[src/rtl/coal_pkg.sv]
package coal_pkg;

    typedef enum logic [1:0] {
        ST_IDLE = 2'd0,
        ST_BUSY = 2'd1,
        ST_DONE = 2'd2
    } coal_state_e;

endpackage

[src/rtl/coal_min_tree.sv]
module coal_min_tree #(
    parameter int LANES  = 32,
    parameter int ADDR_W = 32
) (
    input  logic [LANES-1:0]        vld,
    input  logic [LANES*ADDR_W-1:0] base,
    output logic                    any,
    output logic [ADDR_W-1:0]       min_base
);
    localparam int NODES = 2 * LANES;

    logic              nv [NODES];
    logic [ADDR_W-1:0] nb [NODES];

    assign nv[0] = 1'b0;
    assign nb[0] = '0;

    for (genvar i = 0; i < LANES; i++) begin : g_leaf
        assign nv[LANES+i] = vld[i];
        assign nb[LANES+i] = base[i*ADDR_W +: ADDR_W];
    end

    for (genvar n = 1; n < LANES; n++) begin : g_node
        logic take_left;
        assign take_left = nv[2*n] && (!nv[2*n+1] || (nb[2*n] <= nb[2*n+1]));
        assign nv[n] = nv[2*n] | nv[2*n+1];
        assign nb[n] = take_left ? nb[2*n] : nb[2*n+1];
    end

    assign any      = nv[1];
    assign min_base = nb[1];

endmodule

[src/rtl/coal_lane_bank.sv]
module coal_lane_bank #(
    parameter int LANES  = 32,
    parameter int ADDR_W = 32
) (
    input  logic                    clk,
    input  logic                    rst_n,
    input  logic                    load,
    input  logic [LANES*ADDR_W-1:0] lane_addr,
    input  logic [LANES-1:0]        lane_mask,
    input  logic [ADDR_W-1:0]       keep_mask,
    input  logic                    clear_en,
    input  logic [ADDR_W-1:0]       clear_base,
    output logic [LANES-1:0]        pend,
    output logic [LANES*ADDR_W-1:0] base,
    output logic                    rest_any
);
    logic [LANES-1:0]        pend_d, pend_q;
    logic [LANES*ADDR_W-1:0] base_d, base_q;
    logic [LANES-1:0]        hit;

    for (genvar i = 0; i < LANES; i++) begin : g_hit
        assign hit[i] = pend_q[i] && (base_q[i*ADDR_W +: ADDR_W] == clear_base);
    end

    always_comb begin
        pend_d = pend_q;
        base_d = base_q;
        if (load) begin
            pend_d = lane_mask;
            for (int i = 0; i < LANES; i++) begin
                base_d[i*ADDR_W +: ADDR_W] = lane_addr[i*ADDR_W +: ADDR_W] & keep_mask;
            end
        end else if (clear_en) begin
            pend_d = pend_q & ~hit;
        end
    end

    always_ff @(posedge clk or negedge rst_n) begin
        if (!rst_n) begin
            pend_q <= '0;
            base_q <= '0;
        end else begin
            pend_q <= pend_d;
            base_q <= base_d;
        end
    end

    assign pend     = pend_q;
    assign base     = base_q;
    assign rest_any = |(pend_q & ~hit);

    AST_LOAD_CLEAR_EXCL: assert property (@(posedge clk) disable iff (!rst_n)
        load |-> !clear_en);
    AST_CLEAR_SHRINKS: assert property (@(posedge clk) disable iff (!rst_n)
        (clear_en && !load) |=> ((pend_q & ~$past(pend_q)) == '0));

endmodule

[src/rtl/warp_coalescer.sv]
module warp_coalescer #(
    parameter int LANES      = 32,
    parameter int ADDR_W     = 32,
    parameter int LINE_BYTES = 128,
    parameter int SEG_BYTES  = 32
) (
    input  logic                                     clk,
    input  logic                                     rst_n,
    input  logic                                     req_valid,
    output logic                                     req_ready,
    input  logic [LANES*ADDR_W-1:0]                  req_addr,
    input  logic [LANES-1:0]                         req_mask,
    input  logic                                     req_uncached,
    output logic                                     txn_valid,
    input  logic                                     txn_ready,
    output logic [ADDR_W-1:0]                        txn_base,
    output logic [$clog2(LINE_BYTES):0]              txn_size,
    output logic                                     done_pulse,
    output logic [$clog2(LANES+1)-1:0]               done_count,
    output logic [$clog2(LANES*LINE_BYTES+1)-1:0]    done_bytes
);
    import coal_pkg::*;

    localparam int SIZE_W  = $clog2(LINE_BYTES) + 1;
    localparam int CNT_W   = $clog2(LANES + 1);
    localparam int BYTES_W = $clog2(LANES * LINE_BYTES + 1);

    typedef struct packed {
        coal_state_e         state;
        logic                uncached;
        logic [CNT_W-1:0]    count;
        logic [BYTES_W-1:0]  bytes;
        logic [ADDR_W-1:0]   last_base;
        logic                have_last;
    } ctl_t;

    ctl_t ctl_d, ctl_q;

    logic                    load;
    logic                    hs;
    logic [ADDR_W-1:0]       keep_mask;
    logic [LANES-1:0]        pend;
    logic [LANES*ADDR_W-1:0] lane_base;
    logic                    rest_any;
    logic                    any_pend;
    logic [ADDR_W-1:0]       min_base;

    assign req_ready = (ctl_q.state == ST_IDLE);
    assign load      = req_valid && req_ready;
    assign keep_mask = req_uncached ? ~ADDR_W'(SEG_BYTES - 1) : ~ADDR_W'(LINE_BYTES - 1);
    assign txn_valid = (ctl_q.state == ST_BUSY) && any_pend;
    assign hs        = txn_valid && txn_ready;
    assign txn_base  = min_base;
    assign txn_size  = ctl_q.uncached ? SIZE_W'(SEG_BYTES) : SIZE_W'(LINE_BYTES);

    coal_lane_bank #(.LANES(LANES), .ADDR_W(ADDR_W)) u_bank (
        .clk        (clk),
        .rst_n      (rst_n),
        .load       (load),
        .lane_addr  (req_addr),
        .lane_mask  (req_mask),
        .keep_mask  (keep_mask),
        .clear_en   (hs),
        .clear_base (min_base),
        .pend       (pend),
        .base       (lane_base),
        .rest_any   (rest_any)
    );

    coal_min_tree #(.LANES(LANES), .ADDR_W(ADDR_W)) u_min (
        .vld      (pend),
        .base     (lane_base),
        .any      (any_pend),
        .min_base (min_base)
    );

    always_comb begin
        ctl_d = ctl_q;
        unique case (ctl_q.state)
            ST_IDLE: begin
                if (load) begin
                    ctl_d.state     = ST_BUSY;
                    ctl_d.uncached  = req_uncached;
                    ctl_d.count     = '0;
                    ctl_d.bytes     = '0;
                    ctl_d.have_last = 1'b0;
                end
            end
            ST_BUSY: begin
                if (!any_pend) begin
                    ctl_d.state = ST_DONE;
                end else if (hs) begin
                    ctl_d.count     = ctl_q.count + CNT_W'(1);
                    ctl_d.bytes     = ctl_q.bytes + BYTES_W'(txn_size);
                    ctl_d.last_base = min_base;
                    ctl_d.have_last = 1'b1;
                    if (!rest_any) ctl_d.state = ST_DONE;
                end
            end
            ST_DONE: begin
                ctl_d.state = ST_IDLE;
            end
            default: ctl_d.state = ST_IDLE;
        endcase
    end

    always_ff @(posedge clk or negedge rst_n) begin
        if (!rst_n) begin
            ctl_q <= '{state: ST_IDLE, uncached: 1'b0, count: '0, bytes: '0,
                       last_base: '0, have_last: 1'b0};
        end else begin
            ctl_q <= ctl_d;
        end
    end

    assign done_pulse = (ctl_q.state == ST_DONE);
    assign done_count = ctl_q.count;
    assign done_bytes = ctl_q.bytes;

    AST_ALIGNED_BASE: assert property (@(posedge clk) disable iff (!rst_n)
        txn_valid |-> ((txn_base & ADDR_W'(txn_size - 1)) == '0));
    AST_LEGAL_SIZE: assert property (@(posedge clk) disable iff (!rst_n)
        txn_valid |-> (txn_size == SIZE_W'(SEG_BYTES) || txn_size == SIZE_W'(LINE_BYTES)));
    AST_ASCENDING: assert property (@(posedge clk) disable iff (!rst_n)
        (txn_valid && ctl_q.have_last) |-> (txn_base > ctl_q.last_base));
    AST_HOLD_STALL: assert property (@(posedge clk) disable iff (!rst_n)
        (txn_valid && !txn_ready) |=> (txn_valid && $stable(txn_base) && $stable(txn_size)));
    AST_DONE_ONE_CYCLE: assert property (@(posedge clk) disable iff (!rst_n)
        done_pulse |=> !done_pulse);
    AST_COUNT_LIMIT: assert property (@(posedge clk) disable iff (!rst_n)
        done_pulse |-> (done_count <= CNT_W'(LANES)));
    AST_NO_ACCEPT_BUSY: assert property (@(posedge clk) disable iff (!rst_n)
        (txn_valid || done_pulse) |-> !req_ready);

endmodule

[config.mk]
export PLATFORM = sky130hd
export DESIGN_NAME = warp_coalescer
export DESIGN_NICKNAME = d
export VERILOG_FILES = /design/src/rtl/coal_pkg.sv /design/src/rtl/coal_min_tree.sv /design/src/rtl/coal_lane_bank.sv /design/src/rtl/warp_coalescer.sv
export SDC_FILE = /design/constraint.sdc
export NUM_CORES = 2
export LEC_CHECK = 0
export ABC_AREA = 0
export CAP_MARGIN = 20
export CORE_AREA = 5 5 434 436
export CTS_BUF_LIST = sky130_fd_sc_hd__clkbuf_4 sky130_fd_sc_hd__clkbuf_8
export DETAILED_ROUTE_END_ITERATION = 10
export DIE_AREA = 0 0 439 441
export DONT_BUFFER_PORTS = 1
export PLACE_DENSITY = 0.54
export SYNTH_ARGS = -nofsm -noshare
export SYNTH_HDL_FRONTEND = slang
export SYNTH_SLANG_ARGS = --single-unit
export TNS_END_PERCENT = 30
[constraint.sdc]
create_clock -name clk -period 18.3 [get_ports clk]
set_input_delay 3.66 -clock clk [delete_from_list [all_inputs] [get_ports clk]]
set_output_delay 3.66 -clock clk [all_outputs]
set_load 0.005 [all_outputs]
### Word-level counts from Yosys, hierarchy flattened

Index checks and enable logic that the tools add are counted.

| word-level totals | value |
|---|---|
| register bits | 1110 |
| input port bits | 1061 |
| output and inout bits | 62 |
| logic and storage cells | 323 |

| operators by class | value |
|---|---|
| add/subtract/negate cells | 2 |
| $lt $le $gt $ge | 31 |
| eq/ne operators | 39 |
| mux-type cells | 43 |
| bitwise operators | 65 |
| reduce and logical (&&, ||, !) cells | 136 |

Operators with widths:

| cell | number |
|---|---|
| 32-bit AND | 33 |
| 32-bit 2-to-1 mux | 33 |
| 32-bit equality test | 32 |
| 32-bit less-or-equal comparator | 31 |
| 52-bit 2-to-1 mux | 2 |
| 1-bit logical AND | 66 |
| 19-bit one-hot mux with 2 select lines | 1 |
| 32-bit inverter | 1 |
| 32-bit OR reduction | 1 |
| 1-bit logical NOT | 31 |
| 1-bit logical OR | 31 |
| 1-bit OR | 31 |
| 22-bit 2-to-1 mux | 1 |
| 13-bit by 8-bit adder with 13-bit output | 1 |
| 8-bit 2-to-1 mux | 1 |
| 7-bit 2-to-1 mux | 1 |
| 6-bit by 1-bit adder with 6-bit output (second input constant) | 1 |
| 2-bit 2-to-1 mux | 3 |
| 3-bit inequality test (second input constant) | 2 |
| 3-bit AND reduction | 2 |
| 2-bit inequality test (second input constant) | 2 |
| 2-bit one-hot mux with 2 select lines | 1 |
| 4-bit AND reduction | 1 |
| 2-bit nonzero test | 2 |
| other kinds (5) | 5 |

### Depth between registers and ports, before layout

| depth | value |
|---|---|
| depth after elaboration | 29 |
| gate-level depth with buffers | 67 |

### By module

Synthesis repeated with hierarchy kept, for this count alone.

| unflattened totals | value |
|---|---|
| cell total of the unflattened synthesis | 11315 |
| area total of the unflattened synthesis | 91943.2 um^2 |

Modules (own cells, without submodules):

| module | instances | cells each | area each (um^2) | sequential area each (um^2) |
|---|---|---|---|---|
| coal_lane_bank | 1 | 6059 | 53204.8 | 26425.3 |
| coal_min_tree | 1 | 5149 | 37662.4 | 0.0 |
| warp_coalescer | 1 | 107 | 1076.0 | 425.4 |

### Worst setup path before layout

No wires, ideal clock.

| timing path | value |
|---|---|
| path type | register to output |
| start | register u_bank.base_q[286], in the netlist u_bank.base[286] |
| end | output port txn_base[24] |
| data arrival time | 12.637 ns |
| slack | 2.003 ns |
| stages on the path, launching flop included | 52 |
| path through | dfrtp_1 -> ha_1 -> nand4_2 -> or4_4 -> o2111a_1 -> clkbuf_1 -> o21ai_1 -> clkbuf_1 -> buf_1 -> mux2_2 -> ha_1 -> a21o_1 -> a21oi_1 -> o221ai_1 -> o311a_1 -> o21ai_1 -> o21ai_1 -> clkbuf_1 -> [... 16 more ...] -> clkbuf_1 -> nand2_1 -> o21a_1 -> ha_1 -> and3_1 -> nand4_1 -> nor3_1 -> nand3_1 -> a211o_1 -> a32oi_2 -> nor3b_2 -> clkbuf_1 -> a22oi_1 -> o21ai_0 -> nor2_2 -> buf_6 -> buf_4 -> inv_1 |

| between the ends | value |
|---|---|
| longest elaborated chain between the ends | 20 |

RTL lines:

| what | line | RTL |
|---|---|---|
| from (decl) | coal_lane_bank.sv:18 | `logic [LANES*ADDR_W-1:0] base_d, base_q;` |
| from (signal assigned) | coal_lane_bank.sv:44 | `base_q <= base_d;` |
| 32-bit less-or-equal comparator | coal_min_tree.sv:25 | `assign take_left = nv[2*n] && (!nv[2*n+1] \|\| (nb[2*n] <= nb[2*n+1]));` |
| 1-bit logical OR | coal_min_tree.sv:25 |  |
| 1-bit logical AND | coal_min_tree.sv:25 |  |
| 32-bit 2-to-1 mux * | coal_min_tree.sv:27 | `assign nb[n] = take_left ? nb[2*n] : nb[2*n+1];` |
| 32-bit less-or-equal comparator | coal_min_tree.sv:25 |  |
| 1-bit logical OR | coal_min_tree.sv:25 |  |
| 1-bit logical AND | coal_min_tree.sv:25 |  |
| 32-bit 2-to-1 mux * | coal_min_tree.sv:27 |  |
| [... 4 more ...] | -- |  |
| 32-bit less-or-equal comparator | coal_min_tree.sv:25 |  |
| 1-bit logical OR | coal_min_tree.sv:25 |  |
| 1-bit logical AND | coal_min_tree.sv:25 |  |
| 32-bit 2-to-1 mux * | coal_min_tree.sv:27 |  |
| 32-bit less-or-equal comparator | coal_min_tree.sv:25 |  |
| 1-bit logical OR | coal_min_tree.sv:25 |  |
| 1-bit logical AND | coal_min_tree.sv:25 |  |
| 32-bit 2-to-1 mux * | coal_min_tree.sv:27 |  |
| to (decl) | warp_coalescer.sv:16 | `output logic [ADDR_W-1:0] txn_base,` |

Every way passes the cells marked *; elsewhere a longest branch is shown, timed or not.

### Worst setup path after layout

| timing path | value |
|---|---|
| start | register u_bank.base_q[985], in the netlist u_bank.base[985] |
| end | output port txn_base[30] |

Same word-level chain as after synthesis.

==> results.md <==
- Critical Path Start Type: register
- Fillers: roughly 19000
- CTS H-tree lvls: 4
- Max-Cap Viols: 0
- Die height: around 440 microns
- Hold depth: 1
- Fmax: 0.0559 GHz
- Cell taking the most area after synthesis: dfrtp_1
- Hold Buf Count CTS: 0
- Cell mode on critical path: buf_4
- EDFF count, synth: 0
- Depth of the most critical reg-to-reg path: 56
- Layout cell share with drive strength beyond 1: 0.0996
- Final Core Density: 0.460
- Tmin final: between 15000 and 20000 ps
- Final hold vios: 0
- Gate Count Post-Synth: 9295
- Sequential-to-total area share from yosys stat: 0.299
- Area delta synth->final: 10.9%
- CTS root buffer: clkbuf_8
- Worst Setup End Kind: primary output
- Final worst-path cycle share: 0.978
- Port Buffers: 0
- Total track usage: 0.370
- Wire per inst: slightly above 30 microns
- Initial Util: 0.415
- Seq cells post-synth: 913
- Rows: 158
- Worst Path Required: ~15000 ps
- Total CTS buffers: 169
- First-pass detailed-route iteration total: 6
- Detailed router's first-iteration violation count: 6921
- Synth warnings: 0
- Post-Route WL: about 370 mm
- Minimum hold slack: between 500 and 600 ps
- IO Pins: 1123
- Die area: between 0.15 and 0.2 sq mm
- Routed via count: a little over 70000
- Met2 Track Usage GR: 0.576
- Skew final: 60.6 ps
- DP Area: 0.0802 sq mm
- Later-pin clock latency in the skew report: 1000 ps
- Routability congestion estimate: slightly above 1
- Antenna-violating nets left: 0
- Worst Path Buf+Inv: 6
- Sum Neg Setup Slack: 0 ps
- CTS tree: built
- Number of global-route vias before repair: 69600
- Die Width: approximately 440 microns
- Routing usage on met1: 0.475
- HP Class: reg -> reg
- Synth top area cells: dfrtp_1, ha_1, nand2_1
- Kind of cell adding the most delay to the critical path: compound AO/OA/AOI/OAI gates
- Initial antenna violation count: 23
- DRC: 0
- Final nets: 11200
- Hpwl dp: ~290 mm
- Status: finished, final reports clean
- First-pass GRT wire length: 514 mm
- Fraction of registers with async set or reset after synthesis: 1.00
- Largest stage delay, worst path: 920 ps
- Avg Inst Size Synth: ~8 sq um
- Num Clock Sinks: approximately 910
- Gr ovfl total: 0
- Design Area, Final: 0.0847 sq mm
- Hold Crit Start: done_bytes[12]
- Slew Viols, Final: 0
- R2R Path End: ctl_q[53]
- Most common cell after layout, fill and taps aside: nand2_1
- R2r setup slk: ~1200 ps
- Ys flop type: dfrtp_1
- Synth top area share: 0.299
- Critical-path top delay cell: o2bb2ai_4
- Critical path fanouts, max: 27
- Post-synth cell types: between 90 and 100
- Busiest layer in global routing: met2
- Largest net degree at the start of global routing: between 200 and 300
- Core Region: 0.184 sq mm
- Setup CP Type: reg -> out
- Number of buffers on the longest clock path: 3
- Setup violators final: 0
- Hold EP: done_bytes[12]
- Met3 usage: 0.0744
- Critical R2R Launch: u_bank.base[985]
- Mapped Area: ~0.076 sq mm
- CP Data Arrival Time: 14240 ps
- Leading cell types in the layout, fill and taps excluded: nand2_1, dfrtp_1, ha_1, o21ai_0, inv_1
- Slew HR: 0.0116
- DR vias/cell: 5.98
- Worst-margin pin slew: 1480 ps
- Clock transition at path regs: ~60 ps
## worst max path at each step
stage | end | startpoint | depth (start not counted) | slack (ps)
floorplan | txn_base[24] | u_bank.base[286] | 51 | 2000
global placement | txn_base[30] | u_bank.base[222] | 45 | 910
detailed placement | ctl_q[53] | u_bank.base[222] | 56 | 800
CTS | txn_base[30] | u_bank.base[717] | 49 | 60
global route | txn_base[30] | u_bank.base[985] | 47 | -30
finish | txn_base[30] | u_bank.base[985] | 45 | 400
## metrics by stage
stage | setup WS (ps) | instances
after floorplan | 2000 | 9310
after global placement | 914 | 11600
after detailed placement | 796 | 11600
after CTS | 59.7 | 11900
after global routing | -29.2 | 12000
final | 398 | 12000
## Yosys cell counts (32+ instances only)
master / number
nor2_1: 211
a211oi_1: 73
xnor2_1: 514
nand2_1: 2010
o31ai_1: 57
buf_2: 55
nor3_1: 135
o22ai_1: 156
xor2_1: 351
a221oi_1: 32
a22oi_1: 62
ha_1: 841
nand3_1: 176
buf_4: 68
clkbuf_1: 313
a21oi_1: 356
inv_1: 669
a21o_1: 98
o21ai_0: 783
nor4_1: 149
dfrtp_1: 913
mux2_2: 97
o21a_1: 38
nand4_1: 208
mux2i_1: 379
or2_2: 36
buf_6: 39
## metal layers
metal / share of wire / wire (microns) / vias to the layer above
met4: 0.072 / 26800 / 6
li1: - / - / 32400
met2: 0.44 / 165000 / 3185
met1: 0.41 / 153000 / 35200
met5: 0.000099 / 37 / -
met3: 0.078 / 29100 / 902
## cell type report
type                       count  area, sq um  area share
multi-input combinational   7234        49400       0.583
sequential                   913        22800       0.270
clock buffer                 255         3250      0.0384
tap                         2480         3100      0.0366
timing repair buffer         353         3020      0.0356
inverter                     671         2520      0.0297
clock inverter                51          563     0.00664
antenna                       24         60.1    0.000709
## flip-flops by register name, indices dropped and copies added, names as in the netlist
| signal | flops |
|---|---|
| done_count | 6 |
| done_bytes | 8 |
| u_bank.pend | 32 |
| ctl_q | 3 |
| u_bank.base | 864 |
## kinds of logic (layout without fill, tap and decap cells)
kind of cell / Yosys count / in the layout / synth area share
adders and majority gates: 841 / 841 / 0.138
AOI/OAI and AO/OA: 1914 / 1918 / 0.153
muxes: 478 / 478 / 0.0643
xor gates and xnor gates: 865 / 865 / 0.0991
and+or+nand+nor: 3115 / 3116 / 0.181
DFF: 913 / 913 / 0.299
buffers and inverters: 1168 / 1330 / 0.0660
other: 1 / 40 / 0.0000491
## worst register-to-register path, delay by kind of cell, from the launching register on
kind / cells / cell delay [ps]
buf+inv: 9 / 2870
xor+xnor: 1 / 180
flops: 1 / 460
compound gates: 21 / 7110
mux: 1 / 630
fa+ha+maj: 5 / 1610
simple gates: 19 / 4170
## what timing repair did
action / 4_1_cts / 5_1_grt
buffers inserted: 8 / 20
gates resized for setup: 3 / 58
pin swaps: 3 / 8
gates cloned: 1 / 4
endpoints found under the setup margin: 25 / 27
Power is not shown: default switching activity piles up to over one toggle a cycle in this logic, so the estimate is an artifact.
